File: config.mk
export PLATFORM = sky130hd
export DESIGN_NAME = wdt_three_stage
export DESIGN_NICKNAME = d
export VERILOG_FILES = /design/src/rtl/wdt_pkg.sv /design/src/rtl/wdt_prescaler.sv /design/src/rtl/wdt_countdown.sv /design/src/rtl/wdt_escalate.sv /design/src/rtl/wdt_three_stage.sv
export SDC_FILE = /design/constraint.sdc
export NUM_CORES = 1
export LEC_CHECK = 0
export BUFFER_PORTS_ARGS = -buffer_cell sky130_fd_sc_hd__buf_2
export CAP_MARGIN = 5
export CORE_ASPECT_RATIO = 1.5
export CORE_MARGIN = 2
export CORE_UTILIZATION = 39
export DETAILED_ROUTE_END_ITERATION = 12
export PLACE_DENSITY = 0.76
export SYNTH_ARGS = -nofsm -noshare
export SYNTH_HDL_FRONTEND = slang
export SYNTH_SLANG_ARGS = --single-unit
File: constraint.sdc
create_clock -name clk -period 3.15 [get_ports clk]
set_input_delay 0.4725 -clock clk [delete_from_list [all_inputs] [get_ports clk]]
set_output_delay 0.4725 -clock clk [all_outputs]
set_load 0.1 [all_outputs]
File: src/rtl/wdt_pkg.sv
package wdt_pkg;
  localparam int WORD_W    = 64;
  localparam int MODE_W    = 2;
  localparam int STAGE_W   = 2;
  localparam int LEN_W     = 16;
  localparam int CNT_W     = 24;
  localparam int PAD_W     = CNT_W - LEN_W;
  localparam int MODE_LSB  = 0;
  localparam int STAGE_LSB = MODE_LSB + MODE_W;
  localparam int LEN_LSB   = STAGE_LSB + STAGE_W;
  localparam int CNT_LSB   = LEN_LSB + LEN_W;
  localparam int DFRZ_BIT  = CNT_LSB + CNT_W;
  localparam int GFRZ_BIT  = DFRZ_BIT + 1;
  localparam int USED_W    = GFRZ_BIT + 1;
endpackage

File: src/rtl/wdt_prescaler.sv
module wdt_prescaler #(
  parameter int PRE_LOG2 = 10
) (
  input  logic clk,
  input  logic rst_n,
  input  logic clear,
  input  logic run,
  output logic tick
);
  logic [PRE_LOG2-1:0] pre_q;

  assign tick = run && (pre_q == {PRE_LOG2{1'b1}});

  always_ff @(posedge clk or negedge rst_n) begin
    if (!rst_n)     pre_q <= '0;
    else if (clear) pre_q <= '0;
    else if (run)   pre_q <= pre_q + 1'b1;
  end

  AST_PRE_FROZEN: assert property (@(posedge clk) disable iff (!rst_n)
    (!run && !clear) |=> $stable(pre_q));
endmodule

File: src/rtl/wdt_countdown.sv
module wdt_countdown #(
  parameter int CNT_W = 24
) (
  input  logic             clk,
  input  logic             rst_n,
  input  logic             zero,
  input  logic             load,
  input  logic             tick,
  input  logic             allow_reload,
  input  logic [CNT_W-1:0] reload_val,
  output logic [CNT_W-1:0] cnt,
  output logic             expire
);
  assign expire = tick && (cnt <= CNT_W'(1));

  always_ff @(posedge clk or negedge rst_n) begin
    if (!rst_n)      cnt <= '0;
    else if (zero)   cnt <= '0;
    else if (load)   cnt <= reload_val;
    else if (expire) cnt <= allow_reload ? reload_val : '0;
    else if (tick)   cnt <= cnt - 1'b1;
  end

  AST_CNT_STEP: assert property (@(posedge clk) disable iff (!rst_n)
    (tick && !zero && !load && cnt > CNT_W'(1)) |=> (cnt == $past(cnt) - 1'b1));
endmodule

File: src/rtl/wdt_escalate.sv
module wdt_escalate #(
  parameter int STAGE_W = 2
) (
  input  logic               clk,
  input  logic               rst_n,
  input  logic               clear,
  input  logic               expire,
  output logic [STAGE_W-1:0] stage,
  output logic               irq_first,
  output logic               irq_second,
  output logic               rst_req
);
  logic [STAGE_W-1:0] next_stage;
  assign next_stage = stage + 1'b1;

  always_ff @(posedge clk or negedge rst_n) begin
    if (!rst_n) begin
      stage      <= '0;
      irq_first  <= 1'b0;
      irq_second <= 1'b0;
      rst_req    <= 1'b0;
    end else begin
      rst_req <= 1'b0;
      if (clear) begin
        stage      <= '0;
        irq_first  <= 1'b0;
        irq_second <= 1'b0;
      end else if (expire) begin
        stage <= next_stage;
        case (next_stage)
          STAGE_W'(1): irq_first  <= 1'b1;
          STAGE_W'(2): irq_second <= 1'b1;
          STAGE_W'(3): rst_req    <= 1'b1;
          default:     ;
        endcase
      end
    end
  end

  AST_RST_ONE_CYCLE: assert property (@(posedge clk) disable iff (!rst_n)
    rst_req |=> !rst_req);
  AST_IRQ_ORDER: assert property (@(posedge clk) disable iff (!rst_n)
    irq_second |-> irq_first);
endmodule

File: src/rtl/wdt_three_stage.sv
module wdt_three_stage
  import wdt_pkg::*;
#(
  parameter int PRE_LOG2 = 10
) (
  input  logic              clk,
  input  logic              rst_n,
  input  logic              cfg_we,
  input  logic [WORD_W-1:0] cfg_wdata,
  output logic [WORD_W-1:0] cfg_rdata,
  input  logic              poke_we,
  input  logic              dbg_halt,
  input  logic              glb_halt,
  output logic              irq_first,
  output logic              irq_second,
  output logic              rst_req
);
  logic [MODE_W-1:0]  mode_q;
  logic [LEN_W-1:0]   len_q;
  logic               dfrz_q, gfrz_q;
  logic [MODE_W-1:0]  wr_mode;
  logic [LEN_W-1:0]   wr_len;
  logic [STAGE_W-1:0] stage;
  logic [CNT_W-1:0]   cnt;
  logic [CNT_W-1:0]   reload_val;
  logic               poke_go, load, zero, clear_esc, halted, run;
  logic               tick, expire, allow_reload;
  logic               unused_wbits;

  assign wr_mode = cfg_wdata[MODE_LSB +: MODE_W];
  assign wr_len  = cfg_wdata[LEN_LSB +: LEN_W];
  assign unused_wbits = ^{cfg_wdata[WORD_W-1:USED_W], cfg_wdata[LEN_LSB-1:STAGE_LSB],
                          cfg_wdata[DFRZ_BIT-1:CNT_LSB]};

  always_ff @(posedge clk or negedge rst_n) begin
    if (!rst_n) begin
      mode_q <= '0;
      len_q  <= '0;
      dfrz_q <= 1'b0;
      gfrz_q <= 1'b0;
    end else if (cfg_we) begin
      mode_q <= wr_mode;
      len_q  <= wr_len;
      dfrz_q <= cfg_wdata[DFRZ_BIT];
      gfrz_q <= cfg_wdata[GFRZ_BIT];
    end
  end

  assign poke_go      = poke_we && !cfg_we && (mode_q != '0);
  assign zero         = cfg_we && (wr_mode == '0);
  assign load         = (cfg_we && (wr_mode != '0)) || poke_go;
  assign clear_esc    = cfg_we || poke_go;
  assign halted       = (dfrz_q && dbg_halt) || (gfrz_q && glb_halt);
  assign run          = (mode_q != '0) && (stage < mode_q) && !halted && !clear_esc;
  assign allow_reload = ({1'b0, stage} + 1'b1) < {1'b0, mode_q};
  assign reload_val   = cfg_we ? {wr_len, {PAD_W{1'b0}}} : {len_q, {PAD_W{1'b0}}};

  wdt_prescaler #(.PRE_LOG2(PRE_LOG2)) u_pre (
    .clk(clk), .rst_n(rst_n), .clear(load || zero), .run(run), .tick(tick)
  );

  wdt_countdown #(.CNT_W(CNT_W)) u_cnt (
    .clk(clk), .rst_n(rst_n), .zero(zero), .load(load), .tick(tick),
    .allow_reload(allow_reload), .reload_val(reload_val), .cnt(cnt), .expire(expire)
  );

  wdt_escalate #(.STAGE_W(STAGE_W)) u_esc (
    .clk(clk), .rst_n(rst_n), .clear(clear_esc), .expire(expire), .stage(stage),
    .irq_first(irq_first), .irq_second(irq_second), .rst_req(rst_req)
  );

  always_comb begin
    cfg_rdata = '0;
    cfg_rdata[MODE_LSB +: MODE_W]   = mode_q;
    cfg_rdata[STAGE_LSB +: STAGE_W] = stage;
    cfg_rdata[LEN_LSB +: LEN_W]     = len_q;
    cfg_rdata[CNT_LSB +: CNT_W]     = cnt;
    cfg_rdata[DFRZ_BIT]             = dfrz_q;
    cfg_rdata[GFRZ_BIT]             = gfrz_q;
  end

  AST_STAGE_BOUND: assert property (@(posedge clk) disable iff (!rst_n)
    stage <= mode_q);
  AST_POKE_RELOAD: assert property (@(posedge clk) disable iff (!rst_n)
    poke_go |=> (cnt == {len_q, {PAD_W{1'b0}}}) && (stage == '0) && !irq_first);
  AST_DISABLED_QUIET: assert property (@(posedge clk) disable iff (!rst_n)
    (mode_q == '0) |-> (!irq_first && !irq_second && cnt == '0));
  AST_DBG_FREEZE: assert property (@(posedge clk) disable iff (!rst_n)
    (mode_q != '0 && dfrz_q && dbg_halt && !cfg_we && !poke_we) |=> $stable(cnt));
  AST_GLB_FREEZE: assert property (@(posedge clk) disable iff (!rst_n)
    (mode_q != '0 && gfrz_q && glb_halt && !cfg_we && !poke_we) |=> $stable(cnt));
endmodule

==> out/metrics.cfg <==
[floorplanning]
floorplan.initialDensity=0.396
dieHeight_um=116
std_cell_rows=41
core_area_sq_um=8310
dieArea_sq_um=9200
design.portCount=137
die-width_um=79.0

[run_status]
outcome=finished, final reports clean

[finish]
layout_nets=488
antenna_cells_inserted=0
layout-drive-gt1-share=0.305
area_grow_syn2layout_pct=22.3
final_cells=520

[logic_synthesis]
synth-simple-area-share=0.193
synth.top_cells.by_area=sky130_fd_sc_hd__dfrtp_1 45%, sky130_fd_sc_hd__mux2_2 5.8%, sky130_fd_sc_hd__buf_4 4.8%
synthArstFlopShare=1.00
cell_accounting_for_the_most_synthesized_area=sky130_fd_sc_hd__dfrtp_1
yosys.area_share.adder=0.0365
postSynthCellCount=327
postSynth.topFlopCell=sky130_fd_sc_hd__dfrtp_1
synth_mux_area_frac=0.0673
count_of_yosys_warnings_during_synthesis=0
synth_edf_count=0
synth-seq-area-share=0.449
synth_compound_area_frac=0.139
post_synthesis_cell_area_sq_um=3290
ys_seq_elements=59
synthDominantCellAreaShare=0.449
netlist-cell-type-count=58
synth_xor_area_frac=0.0399
synth_top_family_by_area=simple AND/OR/NAND/NOR gates
yosysMostFrequentCell=sky130_fd_sc_hd__dfrtp_1
yosys-top-cells-count=59 x sky130_fd_sc_hd__dfrtp_1, 39 x sky130_fd_sc_hd__nor2_1, 21 x sky130_fd_sc_hd__buf_4, 21 x sky130_fd_sc_hd__nand2_1, 17 x sky130_fd_sc_hd__mux2_2
syn_area_per_cell_sq_um=10.1

[timing]
timing.clock.skew_ps=6.67
worstMarginPinSlew_ps=1030
timing.max_slew.rel_slack=0.312
upper_clock_frequency_limit_mhz=364
fin_setup_tns_ps=0
final-setup-viol-count=0
timing_hold_violations_final=0
grt_setup_unrepaired=false
final.period_utilization=0.872
final.min_clock_period_ps=2750
slew_violations=0

[job]
max_cap_viol_count=0

[power]
power.ir.vdd_worst_mv=0.404
p_per_area_nw_per_um2=732
switching_share=0.429
power_frac_comb=0.359
internal-power_w=0.00168
sequential_share_of_power=0.312
switchingPower_w=0.00126
leakage_power_total_nw=1.86
share_clk_of_total_power=0.328

[place]
place.detailed.instances=505
placement.io_buffers=74
place_congestion=0.907
place.detailed.hpwl_um=6200

[cts]
clkLatencyLatePin_ps=330
cts_root_buffer=sky130_fd_sc_hd__clkbuf_16
cts-root-to-sink-buffers=2
clk_pin_slew_worst_paths_ps=50
cts.sinks=59
hold_buffers=0
post_cts_buffers=0
ctsHtreeMaxLevel=3
cts_resized=0
cts_buffers=9
cts_tree=yes

[setup_path]
timing.reg2reg.worst_path_depth=6
critical_path.max_fanout=6
worstPathRequired_ps=3370
crit_type=reg -> reg
regToRegStartpoint=u_cnt.cnt[5]
r2r_slack_ps=400
end_kind=register
r2r_end=u_cnt.cnt[7]
worstSetupStartpointType=register
cp.arrival_ps=2960

[global_route]
globalRoute.totalOverflow=0
antenna_found_initial=0
grt_first_pass_wirelength_um=13000
grt_util_all_layers=0.186
grt_pass1_vias=2759
pin_count_of_the_biggest_net_entering_global_routing=47

[drt]
final_wirelength_um=8210
routed_wire_length_per_instance_um=15.8
drc_errors=0
routed-via-count=2765
first_iter_violations=167
detail_route.vias_per_cell=5.32
dr.pass1.iters=4
detail-route-antenna-nets=0

[hold_path]
hold_path.class=in -> async

-- flip-flops by register name, indices dropped and copies added, names as in the netlist --
signal / flops
u_cnt.cnt: 24
len_q: 16
u_pre.pre_q: 10
mode_q: 2
u_esc.stage: 2
dfrz_q: 1
gfrz_q: 1
u_esc.irq_first: 1
u_esc.irq_second: 1
u_esc.rst_req: 1
-- worst max-delay path, cell delays in order (launching register included) --
cell	delay, ps
sky130_fd_sc_hd__dfrtp_1	440
sky130_fd_sc_hd__nor4_2	510
sky130_fd_sc_hd__nor4b_2	560
sky130_fd_sc_hd__nand3_1	280
sky130_fd_sc_hd__o21ai_1	480
sky130_fd_sc_hd__o21ai_0	180
sky130_fd_sc_hd__a21o_1	190
-- power by group through the flow --
stage | Combinational [W] | Clock, W | Sequential (W)
floorplan | 0.000387 | 0 | 0.00142
global placement | 0.00105 | 0 | 0.000925
detailed placement | 0.00106 | 0 | 0.000930
CTS | 0.00106 | 0.000983 | 0.000918
global route | 0.00111 | 0.00102 | 0.000929
finish | 0.00106 | 0.000967 | 0.000919
-- kinds of logic (layout without fill, tap and decap cells) --
family / count (synthesis) / count (layout)
other: 1 / 18
XOR/XNOR: 15 / 15
buffers and inverters: 40 / 109
adder cells (fa/ha/maj): 9 / 9
AND/OR/NAND/NOR: 120 / 120
flip-flops: 59 / 59
AO/OA/AOI/OAI: 63 / 63
multiplexers: 20 / 20
-- final cells by class --
cell class / instances / area, sq um
Clock inverter: 2 / 35.0
Sequential cell: 59 / 1480
Timing Repair Buffer: 85 / 453
Tap cell: 107 / 134
Clock buffer: 13 / 260
Inverter: 9 / 33.8
Multi-Input combinational cell: 245 / 1630
Fill cell: 787 / 4290
-- cell usage in the layout, fill, tap and decap left out, types with 4 or more instances in the layout --
cell,instances
sky130_fd_sc_hd__buf_2,74
sky130_fd_sc_hd__nand2b_1,4
sky130_fd_sc_hd__dfrtp_1,59
sky130_fd_sc_hd__ha_1,8
sky130_fd_sc_hd__clkbuf_16,9
sky130_fd_sc_hd__a221o_1,5
sky130_fd_sc_hd__buf_4,11
sky130_fd_sc_hd__or3_1,4
sky130_fd_sc_hd__nor3_1,11
sky130_fd_sc_hd__inv_1,9
sky130_fd_sc_hd__nor2_1,39
sky130_fd_sc_hd__o21ai_0,14
sky130_fd_sc_hd__o211ai_1,5
sky130_fd_sc_hd__xor2_1,6
sky130_fd_sc_hd__a21oi_1,12
sky130_fd_sc_hd__nand3_1,6
sky130_fd_sc_hd__nand4_1,4
sky130_fd_sc_hd__conb_1,18
sky130_fd_sc_hd__mux2_2,17
sky130_fd_sc_hd__a31oi_1,4
sky130_fd_sc_hd__nand2_1,21
sky130_fd_sc_hd__xnor2_1,9
sky130_fd_sc_hd__nor4_1,7
-- metrics by stage --
| stage | hold slack, ps | instance area, sq um | utilization | setup WS, ps | total power, W |
|---|---|---|---|---|---|
| after floorplan | 177 | 3350 | - | 209 | 0.00181 |
| after global placement | 484 | 3730 | 0.449 | 589 | 0.00197 |
| after detailed placement | 506 | 3730 | 0.449 | 544 | 0.00199 |
| after CTS | 371 | 4020 | 0.484 | 438 | 0.00296 |
| after global routing | 391 | 4020 | 0.484 | 303 | 0.00305 |
| final | 332 | 4020 | 0.484 | 402 | 0.00295 |
-- worst max-delay path by stage --
stage,from,end,slack [ps],cells past startpoint
finish,u_cnt.cnt[5],u_cnt.cnt[7],400,6
global route,u_cnt.cnt[5],u_cnt.cnt[7],300,6
CTS,u_cnt.cnt[5],u_cnt.cnt[7],440,6
detailed placement,u_cnt.cnt[6],u_cnt.cnt[7],540,6
global placement,u_cnt.cnt[6],u_cnt.cnt[7],590,6
floorplan,u_esc.stage[0],u_cnt.cnt[8],210,8
-- per-layer routing --
layer / track usage / vias to the layer above / routed length [um]
met1: 0.186 / 1350 / 2920
li1: - / 1305 / -
met3: 0.0510 / 23 / 395
met2: 0.344 / 87 / 4620
met4: 0.102 / 0 / 280
met5: 0 / - / 0
No activity file was read; power rests on OpenSTA's default activity.
